--- src/rtl/bus_seq_pkg.sv ---
package bus_seq_pkg;
  typedef enum logic [2:0] {
    ST_IDLE = 3'd0,
    ST_T1   = 3'd1,
    ST_T2   = 3'd2,
    ST_T3   = 3'd3,
    ST_TW   = 3'd4,
    ST_T4   = 3'd5,
    ST_HOLD = 3'd6
  } bus_st_e;

  localparam logic [1:0] SEG_ALT   = 2'b00;
  localparam logic [1:0] SEG_STACK = 2'b01;
  localparam logic [1:0] SEG_CODE  = 2'b10;
  localparam logic [1:0] SEG_DATA  = 2'b11;
endpackage

--- src/rtl/bus_seq_fsm.sv ---
module bus_seq_fsm
  import bus_seq_pkg::*;
(
  input  logic    clk,
  input  logic    rst,
  input  logic    start,
  input  logic    ready,
  input  logic    hold_req,
  output bus_st_e st_q,
  output bus_st_e st_nx,
  output logic    accept,
  output logic    hold_ack,
  output logic    done
);
  assign accept = (st_q == ST_IDLE) && start && !hold_req;

  always_comb begin
    st_nx = st_q;
    case (st_q)
      ST_IDLE: if (hold_req) st_nx = ST_HOLD;
               else if (start) st_nx = ST_T1;
      ST_T1:   st_nx = ST_T2;
      ST_T2:   st_nx = ST_T3;
      ST_T3:   st_nx = ready ? ST_T4 : ST_TW;
      ST_TW:   st_nx = ready ? ST_T4 : ST_TW;
      ST_T4:   st_nx = hold_req ? ST_HOLD : ST_IDLE;
      ST_HOLD: if (!hold_req) st_nx = ST_IDLE;
      default: st_nx = ST_IDLE;
    endcase
  end

  always_ff @(posedge clk) begin
    if (rst) begin
      st_q     <= ST_IDLE;
      hold_ack <= 1'b0;
      done     <= 1'b0;
    end else begin
      st_q     <= st_nx;
      hold_ack <= (st_nx == ST_HOLD);
      done     <= (st_q == ST_T4);
    end
  end


  wait_insert_chk: assert property (@(posedge clk) disable iff (rst)
    (st_q == ST_T3 && !ready) |=> (st_q == ST_TW));


  done_after_t4_chk: assert property (@(posedge clk) disable iff (rst)
    (st_q == ST_T4) |=> done);


  hold_grant_chk: assert property (@(posedge clk) disable iff (rst)
    $rose(hold_ack) |-> ($past(st_q) == ST_IDLE || $past(st_q) == ST_T4));
endmodule

--- src/rtl/bus_seq_req.sv ---
module bus_seq_req
  import bus_seq_pkg::*;
#(
  parameter int ADDR_W = 20,
  parameter int DATA_W = 8
) (
  input  logic              clk,
  input  logic              rst,
  input  logic              accept,
  input  bus_st_e           st_q,
  input  logic              ready,
  input  logic              in_rd,
  input  logic              in_mem,
  input  logic [ADDR_W-1:0] in_addr,
  input  logic [DATA_W-1:0] in_wdata,
  input  logic [1:0]        in_seg,
  input  logic [DATA_W-1:0] ad_in,
  output logic              cur_rd,
  output logic              cur_mem,
  output logic [ADDR_W-1:0] cur_addr,
  output logic [DATA_W-1:0] cur_wdata,
  output logic [1:0]        cur_seg,
  output logic [DATA_W-1:0] rdata
);
  logic              lat_rd, lat_mem;
  logic [ADDR_W-1:0] lat_addr;
  logic [DATA_W-1:0] lat_wdata;
  logic [1:0]        lat_seg;

  always_ff @(posedge clk) begin
    if (rst) begin
      lat_rd    <= 1'b1;
      lat_mem   <= 1'b0;
      lat_addr  <= '0;
      lat_wdata <= '0;
      lat_seg   <= SEG_CODE;
      rdata     <= '0;
    end else begin
      if (accept) begin
        lat_rd    <= in_rd;
        lat_mem   <= in_mem;
        lat_addr  <= in_addr;
        lat_wdata <= in_wdata;
        lat_seg   <= in_seg;
      end
      if ((st_q == ST_T3 || st_q == ST_TW) && ready && lat_rd)
        rdata <= ad_in;
    end
  end

  // the output register for T1 must see the request in the same edge it is latched
  assign cur_rd    = accept ? in_rd    : lat_rd;
  assign cur_mem   = accept ? in_mem   : lat_mem;
  assign cur_addr  = accept ? in_addr  : lat_addr;
  assign cur_wdata = accept ? in_wdata : lat_wdata;
  assign cur_seg   = accept ? in_seg   : lat_seg;
endmodule

--- src/rtl/bus_seq_pins.sv ---
module bus_seq_pins
  import bus_seq_pkg::*;
#(
  parameter int ADDR_W = 20,
  parameter int DATA_W = 8,
  parameter int TOP_W  = 4
) (
  input  logic              clk,
  input  logic              rst,
  input  bus_st_e           st_nx,
  input  logic              cur_rd,
  input  logic              cur_mem,
  input  logic [ADDR_W-1:0] cur_addr,
  input  logic [DATA_W-1:0] cur_wdata,
  input  logic [1:0]        cur_seg,
  input  logic              ie,
  output logic [DATA_W-1:0] ad_out,
  output logic              ad_oe,
  output logic [ADDR_W-DATA_W-TOP_W-1:0] a_mid,
  output logic              a_mid_oe,
  output logic [TOP_W-1:0]  as_out,
  output logic              as_oe,
  output logic              ale,
  output logic              rd_n,
  output logic              rd_oe,
  output logic              wr_n
);
  localparam int MID_W = ADDR_W - DATA_W - TOP_W;

  logic is_t1, in_cyc, strobe_ph, data_ph;
  logic [DATA_W-1:0] ad_d;
  logic [TOP_W-1:0]  as_d;

  always_comb begin
    is_t1     = (st_nx == ST_T1);
    strobe_ph = (st_nx inside {ST_T2, ST_T3, ST_TW});
    data_ph   = strobe_ph || (st_nx == ST_T4);
    in_cyc    = is_t1 || data_ph;
    ad_d      = is_t1 ? cur_addr[DATA_W-1:0] : cur_wdata;
    if (is_t1)
      as_d = cur_mem ? cur_addr[ADDR_W-1 -: TOP_W] : '0;
    else
      as_d = TOP_W'({1'b0, ie, cur_seg});
  end

  always_ff @(posedge clk) begin
    if (rst) begin
      ad_out   <= '0;
      ad_oe    <= 1'b0;
      a_mid    <= '0;
      a_mid_oe <= 1'b0;
      as_out   <= '0;
      as_oe    <= 1'b0;
      ale      <= 1'b0;
      rd_n     <= 1'b1;
      rd_oe    <= 1'b0;
      wr_n     <= 1'b1;
    end else begin
      ad_out   <= ad_d;
      ad_oe    <= is_t1 || (data_ph && !cur_rd);
      a_mid    <= cur_addr[DATA_W +: MID_W];
      a_mid_oe <= in_cyc;
      as_out   <= as_d;
      as_oe    <= in_cyc;
      ale      <= is_t1;
      rd_n     <= !(strobe_ph && cur_rd);
      rd_oe    <= (st_nx != ST_HOLD);
      wr_n     <= !(strobe_ph && !cur_rd);
    end
  end


  rd_no_contend_chk: assert property (@(posedge clk) disable iff (rst)
    !rd_n |-> !ad_oe);


  strobe_excl_chk: assert property (@(posedge clk) disable iff (rst)
    !rd_n |-> wr_n);


  ale_single_chk: assert property (@(posedge clk) disable iff (rst)
    ale |=> !ale);


  status_msb_chk: assert property (@(posedge clk) disable iff (rst)
    (as_oe && !ale) |-> (as_out[TOP_W-1] == 1'b0));
endmodule

--- src/rtl/bus_cycle_seq.sv ---
module bus_cycle_seq
  import bus_seq_pkg::*;
#(
  parameter int ADDR_W = 20,
  parameter int DATA_W = 8,
  parameter int TOP_W  = 4,
  localparam int MID_W = ADDR_W - DATA_W - TOP_W
) (
  input  logic              clk,
  input  logic              rst,
  input  logic              req_start,
  input  logic              req_read,
  input  logic              req_mem,
  input  logic [ADDR_W-1:0] req_addr,
  input  logic [DATA_W-1:0] req_wdata,
  input  logic [1:0]        req_seg,
  input  logic              req_ie,
  output logic [DATA_W-1:0] rsp_rdata,
  output logic              rsp_done,
  input  logic              bus_ready,
  input  logic              hold_req,
  output logic              hold_ack,
  input  logic [DATA_W-1:0] ad_in,
  output logic [DATA_W-1:0] ad_out,
  output logic              ad_oe,
  output logic [MID_W-1:0]  a_mid,
  output logic              a_mid_oe,
  output logic [TOP_W-1:0]  as_out,
  output logic              as_oe,
  output logic              ale,
  output logic              rd_n,
  output logic              rd_oe,
  output logic              wr_n
);
  bus_st_e st_q, st_nx;
  logic accept, c_rd, c_mem;
  logic [ADDR_W-1:0] c_addr;
  logic [DATA_W-1:0] c_wdata;
  logic [1:0] c_seg;

  bus_seq_fsm fsm_i (
    .clk(clk), .rst(rst), .start(req_start), .ready(bus_ready),
    .hold_req(hold_req), .st_q(st_q), .st_nx(st_nx), .accept(accept),
    .hold_ack(hold_ack), .done(rsp_done)
  );

  bus_seq_req #(.ADDR_W(ADDR_W), .DATA_W(DATA_W)) req_i (
    .clk(clk), .rst(rst), .accept(accept), .st_q(st_q), .ready(bus_ready),
    .in_rd(req_read), .in_mem(req_mem), .in_addr(req_addr),
    .in_wdata(req_wdata), .in_seg(req_seg), .ad_in(ad_in),
    .cur_rd(c_rd), .cur_mem(c_mem), .cur_addr(c_addr),
    .cur_wdata(c_wdata), .cur_seg(c_seg), .rdata(rsp_rdata)
  );

  bus_seq_pins #(.ADDR_W(ADDR_W), .DATA_W(DATA_W), .TOP_W(TOP_W)) pins_i (
    .clk(clk), .rst(rst), .st_nx(st_nx), .cur_rd(c_rd), .cur_mem(c_mem),
    .cur_addr(c_addr), .cur_wdata(c_wdata), .cur_seg(c_seg), .ie(req_ie),
    .ad_out(ad_out), .ad_oe(ad_oe), .a_mid(a_mid), .a_mid_oe(a_mid_oe),
    .as_out(as_out), .as_oe(as_oe), .ale(ale), .rd_n(rd_n), .rd_oe(rd_oe),
    .wr_n(wr_n)
  );


  hold_float_chk: assert property (@(posedge clk) disable iff (rst)
    hold_ack |-> !(ad_oe || a_mid_oe || as_oe || rd_oe));
endmodule

--- config.mk ---
export PLATFORM = sky130hd
export DESIGN_NAME = bus_cycle_seq
export DESIGN_NICKNAME = d
export VERILOG_FILES = /design/src/rtl/bus_seq_pkg.sv /design/src/rtl/bus_seq_fsm.sv /design/src/rtl/bus_seq_req.sv /design/src/rtl/bus_seq_pins.sv /design/src/rtl/bus_cycle_seq.sv
export SDC_FILE = /design/constraint.sdc
export NUM_CORES = 1
export LEC_CHECK = 0
export ABC_AREA = 1
export BUFFER_PORTS_ARGS = -buffer_cell sky130_fd_sc_hd__buf_2
export CORE_UTILIZATION = 31
export CTS_CLUSTER_DIAMETER = 30
export CTS_CLUSTER_SIZE = 10
export DETAILED_ROUTE_END_ITERATION = 12
export HOLD_SLACK_MARGIN = 0.05
export PLACE_DENSITY = 0.58
export SLEW_MARGIN = 10
export SYNTH_ARGS = -nofsm -noshare
export SYNTH_HDL_FRONTEND = slang
export SYNTH_HIERARCHICAL = 1
export SYNTH_SLANG_ARGS = --single-unit
--- constraint.sdc ---
create_clock -name clk -period 1.8 [get_ports clk]
set_input_delay 0.09 -clock clk [delete_from_list [all_inputs] [get_ports clk]]
set_output_delay 0.09 -clock clk [all_outputs]
set_load 0.01 [all_outputs]
==> flow_metrics.tcl, run 1 <==
set metrics [dict create \
    num_rows 34 \
    cts_tree "built" \
    cts_max_level 3 \
    yosysTopAreaCell "dfxtp_1" \
    tns_ps 0 \
    cts_resized 0 \
    vias_per_cell 4.41 \
    wl_per_cell_um 11.1 \
    cpMaxStageDelayCell "dfxtp_1" \
    grt.overflow.total 0 \
    path_max_fanout 17 \
    num_io_pins 83 \
    final_common_cell "nand2_1" \
    finalCritPeriodShare 0.921 \
    insertion_delay_ps 340 \
    die_w_um 97.2 \
    crit_type "flop to flop" \
    drive_gt1_frac 0.241 \
    final_util 0.452 \
    cts.sink_count 71 \
    syn-num-nets 435 \
    path_buf_inv 2 \
    cts_made_buffers 9 \
    dieArea_um2 9450 \
    cts_buffer_depth 2 \
    rsz0062_at_grt "false" \
    finalHoldViolations 0 \
    power_density_nw_per_um2 1090 \
    antenna_cells 0 \
    first_global_vias 2562 \
    dpl_cell_area_um2 3350 \
    antenna_found_initial 0 \
    fillers 921 \
    hold_class "input port to flop" \
    grt_pass1_wl_mm 11.3 \
    status "complete, no violations" \
    drv_cap 0 \
    syn_to_final_growth_pct 40.9 \
    dr.pass1.iters 4 \
    cts_root_buffer "clkbuf_8" \
    fin_skew_ps 6.69 \
    final_area_um2 3960 \
    drv_slew 0 \
    drt_iter0_markers 85 \
    synth_area_per_cell_um2 7.25 \
    finalSetupViolCount 0 \
    die_y_um 97.2 \
    relSlewSlack 0.781 \
    netlist.area_leader.share 0.506 \
    period_needed_ps 1660 \
    port_buffers 82 \
    synth_area_um2 2810 \
    grtUsageTotal 0.148 \
    start_kind "flop" \
    drc 0 \
    ys_warn_count 6 \
    grt_start_max_net_pins 26 \
    fin_hold_ws_ps 84.7 \
    arrival_ps 1920 \
    fin_nets 556 \
    core_um2 8760 \
    leakagePower_nw 2.02 \
    vdd_ir_drop_max_mv 0.847 \
    crit_top_cell "nand2_1" \
    routed_wl_mm 6.88 \
    required_ps 2070 \
    gp_congestion 0.738 \
    synth.area.top_cells "dfxtp_1 51%, nand2_1 19%, a21oi_1 7.7%, inv_1 6.0%, nand3_1 2.8%" \
    detail-route-antenna-nets 0 \
    slowest_delay_ps 400 \
    yosysSeqAreaShare 0.506 \
    netlist_instances 388 \
    vias 2743 \
    clk_pin_slew_ps 80 \
    most-common-layout-cells "143 x nand2_1, 82 x buf_2, 71 x dfxtp_1, 45 x inv_1, 43 x a21oi_1" \
    initial_utilization 0.321 \
    cp_top_family "simple AND/OR/NAND/NOR gates" \
    synth_cell_types 27 \
    dp_hpwl_mm 4.68 \
    critical_path.cell_chain "nor3_2, buf_4, nand2_1, nand2_1, nand2_1, inv_1, nand3_1, a21oi_1" \
    synth_seq_cells 71 \
    critPathCaptureType "flop" \
    max_freq_mhz 603 \
    worstMarginPinSlew_ps 328 \
]
[worst min-delay path: stages]
cell and delay [ps]:
buf_2 80, inv_1 30, nand4_1 80, nand2_1 50
nor2_1 70
[synth_stat cells]
cell type and n:
nor3_1 2, inv_2 6, nand2_1 143, nor2_2 3, buf_4 2, nand2_2 2, nand3_1 16, o22ai_1 1
nand3b_1 1, o21ai_1 2, clkinv_1 2, inv_1 45, nand3_4 1, clkbuf_1 4, buf_6 1, a21oi_1 43
nor2_1 19, o21ai_0 1, nor4_1 1, o21ai_4 1, o21bai_1 1, nand4_1 8, ha_1 1, nand3_2 1
nand2_4 1, dfxtp_1 71, buf_2 9
[cell families (layout without fill, tap and decap cells)]
group                      after synthesis  count (layout)  synth area share
and+or+nand+nor                        198             198             0.296
adders and majority gates                1               1           0.00445
AOI/OAI and AO/OA                       49              49            0.0926
DFF                                     71              71             0.506
buffers and inverters                   69             195             0.101
[routing by layer]
layer  track usage  routed length (um)  vias to the layer above
li1              -                   -                     1438
met1         0.189                3280                     1213
met2         0.247                3150                       88
met3        0.0446                 414                        4
met4        0.0339                  39                        0
met5             0                   0                        -
[state kept, by name, indices dropped and copies added, names as in the netlist, 2 cells and up]
name	count
req_i/lat_addr	20
pins_i/a_mid	8
pins_i/ad_out	8
req_i/lat_wdata	8
req_i/rdata	8
pins_i/as_out	4
fsm_i/st_q	3
req_i/lat_seg	2
[per-stage QoR]
stage | cells | setup slack (ps) | total power (W)
final | 622 | 143 | 0.00431
after global routing | 622 | 0.679 | 0.00454
after CTS | 622 | 139 | 0.00436
after detailed placement | 572 | 172 | 0.00261
after global placement | 572 | 186 | 0.00260
after floorplan | 388 | 299 | 0.00234
[worst paths after layout]
check | slack (ps) | startpoint | depth (start not counted) | endpoint
worst max register to register | 140 | fsm_i/st_q[2]$_SDFF_PP0_ | 8 | pins_i/as_out[0]$_SDFF_PP0_
worst max-delay path | 140 | fsm_i/st_q[2]$_SDFF_PP0_ | 8 | pins_i/as_out[0]$_SDFF_PP0_
worst min register to register | 450 | req_i/lat_seg[1]$_SDFF_PP1_ | 2 | req_i/lat_seg[1]$_SDFF_PP1_
worst min-delay path | 80 | ad_in[0] | 5 | req_i/rdata[0]$_SDFFE_PP0P_
[power breakdown]
group / total [W] / internal, W / switching, W
logic: 0.000868 / 0.000346 / 0.000522
registers: 0.00176 / 0.00171 / 0.0000546
clock network: 0.00168 / 0.00106 / 0.000613
total: 0.00431 / 0.00312 / 0.00119
[final cells by class]
type,instances,area (um^2),area share
sequential,71,1420,0.359
multi-input combinational,248,1110,0.280
timing repair buffer,126,826,0.209
inverter,53,199,0.0502
clock inverter,7,145,0.0367
tap,108,135,0.0341
clock buffer,9,124,0.0313
[repair_timing]
action                                  CTS  global route
hold buffers                             34             0
endpoints found under the setup margin    0             0
hold endpoints to repair                 34             0
buffers inserted                          0             0
Note: power is estimated with default switching activity, not from simulation.
==> run 2: changes to the inputs <==
CAP_MARGIN = 0   (was default)
CORE_UTILIZATION = 51   (was 31)
PLACE_DENSITY = 0.84   (was 0.58)
REMOVE_ABC_BUFFERS = 1   (was default)
==> run 2 against run 1 <==
  * Clock skew about the same
  * Maximum frequency is 0.24% lower
  * Cell area decreased by 0.88%
  * Flip-flop and latch count is the same
  * Count of clock-buffer cells in the layout up 1
  * Largest power group is now the clock network
==> flow_metrics.tcl, run 2 (same netlist as run 1, synthesis figures left out) <==
set metrics [dict create \
    power_density_nw_per_um2 1140 \
    r2r-start "fsm_i/st_q[1]$_SDFF_PP0_" \
    critPathCaptureType "flop" \
    finalNonFillerCells 581 \
    period_needed_ps 1660 \
    cts_tree "built" \
    cts.sink_count 71 \
    tns_ps 0 \
    antenna_found_initial 0 \
    grt_start_max_net_pins 33 \
    post_cts_buffers 0 \
    start_kind "flop" \
    first_global_vias 2746 \
    cts_root_buffer "clkbuf_8" \
    final_common_cell "nand2_1" \
    largest_register_ffs 20 \
    num_rows 26 \
    status "complete, no violations" \
    cts_max_level 3 \
    dpl_cell_area_um2 3300 \
    worstHoldEndpoint "fsm_i/st_q[0]$_SDFF_PP0_" \
    antenna_cells 0 \
    core_um2 5200 \
    grt_use_met2 0.453 \
    leakagePower_nw 2.03 \
    path_max_fanout 13 \
    grt.overflow.total 0 \
    vias 2838 \
    fin_nets 553 \
    hold_class "input port to flop" \
    detail-route-antenna-nets 0 \
    routed_wl_mm 6.96 \
    finalHoldViolations 0 \
    dp.cells 532 \
    drive_gt1_frac 0.241 \
    r2r_slack_ps 140 \
    hold_path_depth 3 \
    required_ps 2040 \
    grtUsageTotal 0.255 \
    insertion_delay_ps 350 \
    fin_skew_ps 6.69 \
    crit_type "flop to flop" \
    wl_per_cell_um 12.0 \
    initial_utilization 0.540 \
    finalSetupViolCount 0 \
    grt_pass1_wl_mm 11.8 \
    vias_per_cell 4.88 \
    syn_to_final_growth_pct 39.6 \
    hp-start "bus_ready" \
    dp_hpwl_mm 4.25 \
    r2r-end "pins_i/ad_out[0]$_SDFF_PP0_" \
    dr.pass1.iters 4 \
    cts_made_buffers 9 \
    rsz0062_at_grt "false" \
    met1_usage 0.292 \
    met3_usage 0.0503 \
    worstMarginPinSlew_ps 436 \
    relSlewSlack 0.709 \
    vdd_ir_drop_max_mv 0.669 \
    final_util 0.754 \
    max_freq_mhz 602 \
    power_w 0.00446 \
    drt_iter0_markers 166 \
    port_buffers 82 \
    final_area_um2 3930 \
    finalCritPeriodShare 0.923 \
    num_io_pins 83 \
    top_register "req_i/lat_addr" \
    most-common-layout-cells "143 x nand2_1, 82 x buf_2, 70 x dfxtp_1, 45 x inv_1, 43 x a21oi_1" \
    ff2ff_path_depth 9 \
    drc 0 \
    busiest_layer "met2" \
    drv_cap 0 \
    cts_buffer_depth 2 \
    die_y_um 76.2 \
    clk_pin_slew_ps 70 \
    arrival_ps 1900 \
    gp_congestion 0.828 \
    die_w_um 76.2 \
    dieArea_um2 5810 \
    drv_slew 0 \
]
==> run 2: cell types whose count changed in the layout (fill, tap and decap cells not counted), sizes merged <==
cell         before  now
dlygate4sd3      34   33
buf              92   90
clkinvlp          1    0
bufinv            4    5
clkbuf            9   10
clkinv            4    3
==> run 2: worst max path at each step <==
stage | startpoint | to | slack [ps] | depth (start not counted)
floorplan | fsm_i/st_q[0]$_SDFF_PP0_ | pins_i/as_out[0]$_SDFF_PP0_ | -1570 | 10
global placement | fsm_i/st_q[1]$_SDFF_PP0_ | pins_i/ad_out[3]$_SDFF_PP0_ | 230 | 9
detailed placement | fsm_i/st_q[1]$_SDFF_PP0_ | pins_i/ad_out[1]$_SDFF_PP0_ | 120 | 9
CTS | fsm_i/st_q[1]$_SDFF_PP0_ | pins_i/ad_out[1]$_SDFF_PP0_ | 100 | 9
global route | fsm_i/st_q[1]$_SDFF_PP0_ | pins_i/as_out[1]$_SDFF_PP0_ | 20 | 10
finish | fsm_i/st_q[1]$_SDFF_PP0_ | pins_i/ad_out[0]$_SDFF_PP0_ | 140 | 9
==> run 2: routing by layer <==
| layer | part of all wire | up-vias |
|---|---|---|
| li1 | - | 1438 |
| met1 | 0.42 | 1293 |
| met2 | 0.50 | 91 |
| met3 | 0.053 | 16 |
| met4 | 0.024 | 0 |
| met5 | 0 | - |
==> run 2: per-stage QoR <==
stage / setup WS, ps / hold slack, ps
after floorplan: -1570 / 157
after global placement: 234 / 323
after detailed placement: 125 / 330
after CTS: 96.9 / 71.2
after global routing: 18.9 / 94.4
final: 139 / 73.7
==> run 2: repair_timing <==
action	4_1_cts	5_1_grt
endpoints found under the hold margin	33	0
gates resized for setup	0	1
endpoints found under the setup margin	0	7
hold buffers	33	0
==> run 2: power by group <==
group	switching [W]	leakage, nW	internal [W]
combinational	0.000523	1.30	0.000343
sequential	0.0000636	0.579	0.00171
clock	0.000586	0.146	0.00124
total	0.00117	2.03	0.00329
==> run 2: worst max-delay path: stages, from the launching register on <==
cell and delay, ps:
dfxtp_2 370, inv_1 90, nand2_1 80, nor3_2 250, inv_2 200, buf_4 230
nand2_1 100, nand2_1 70, nand3_1 90, a21oi_1 60
==> run 2: layout make-up <==
class | count | area, um^2
Multi-Input combinational cell | 248 | 1110
Clock buffer | 10 | 138
Sequential cell | 71 | 1420
Clock inverter | 6 | 155
Fill cell | 385 | 1280
Timing Repair Buffer | 123 | 813
Tap cell | 70 | 87.6
Inverter | 53 | 199
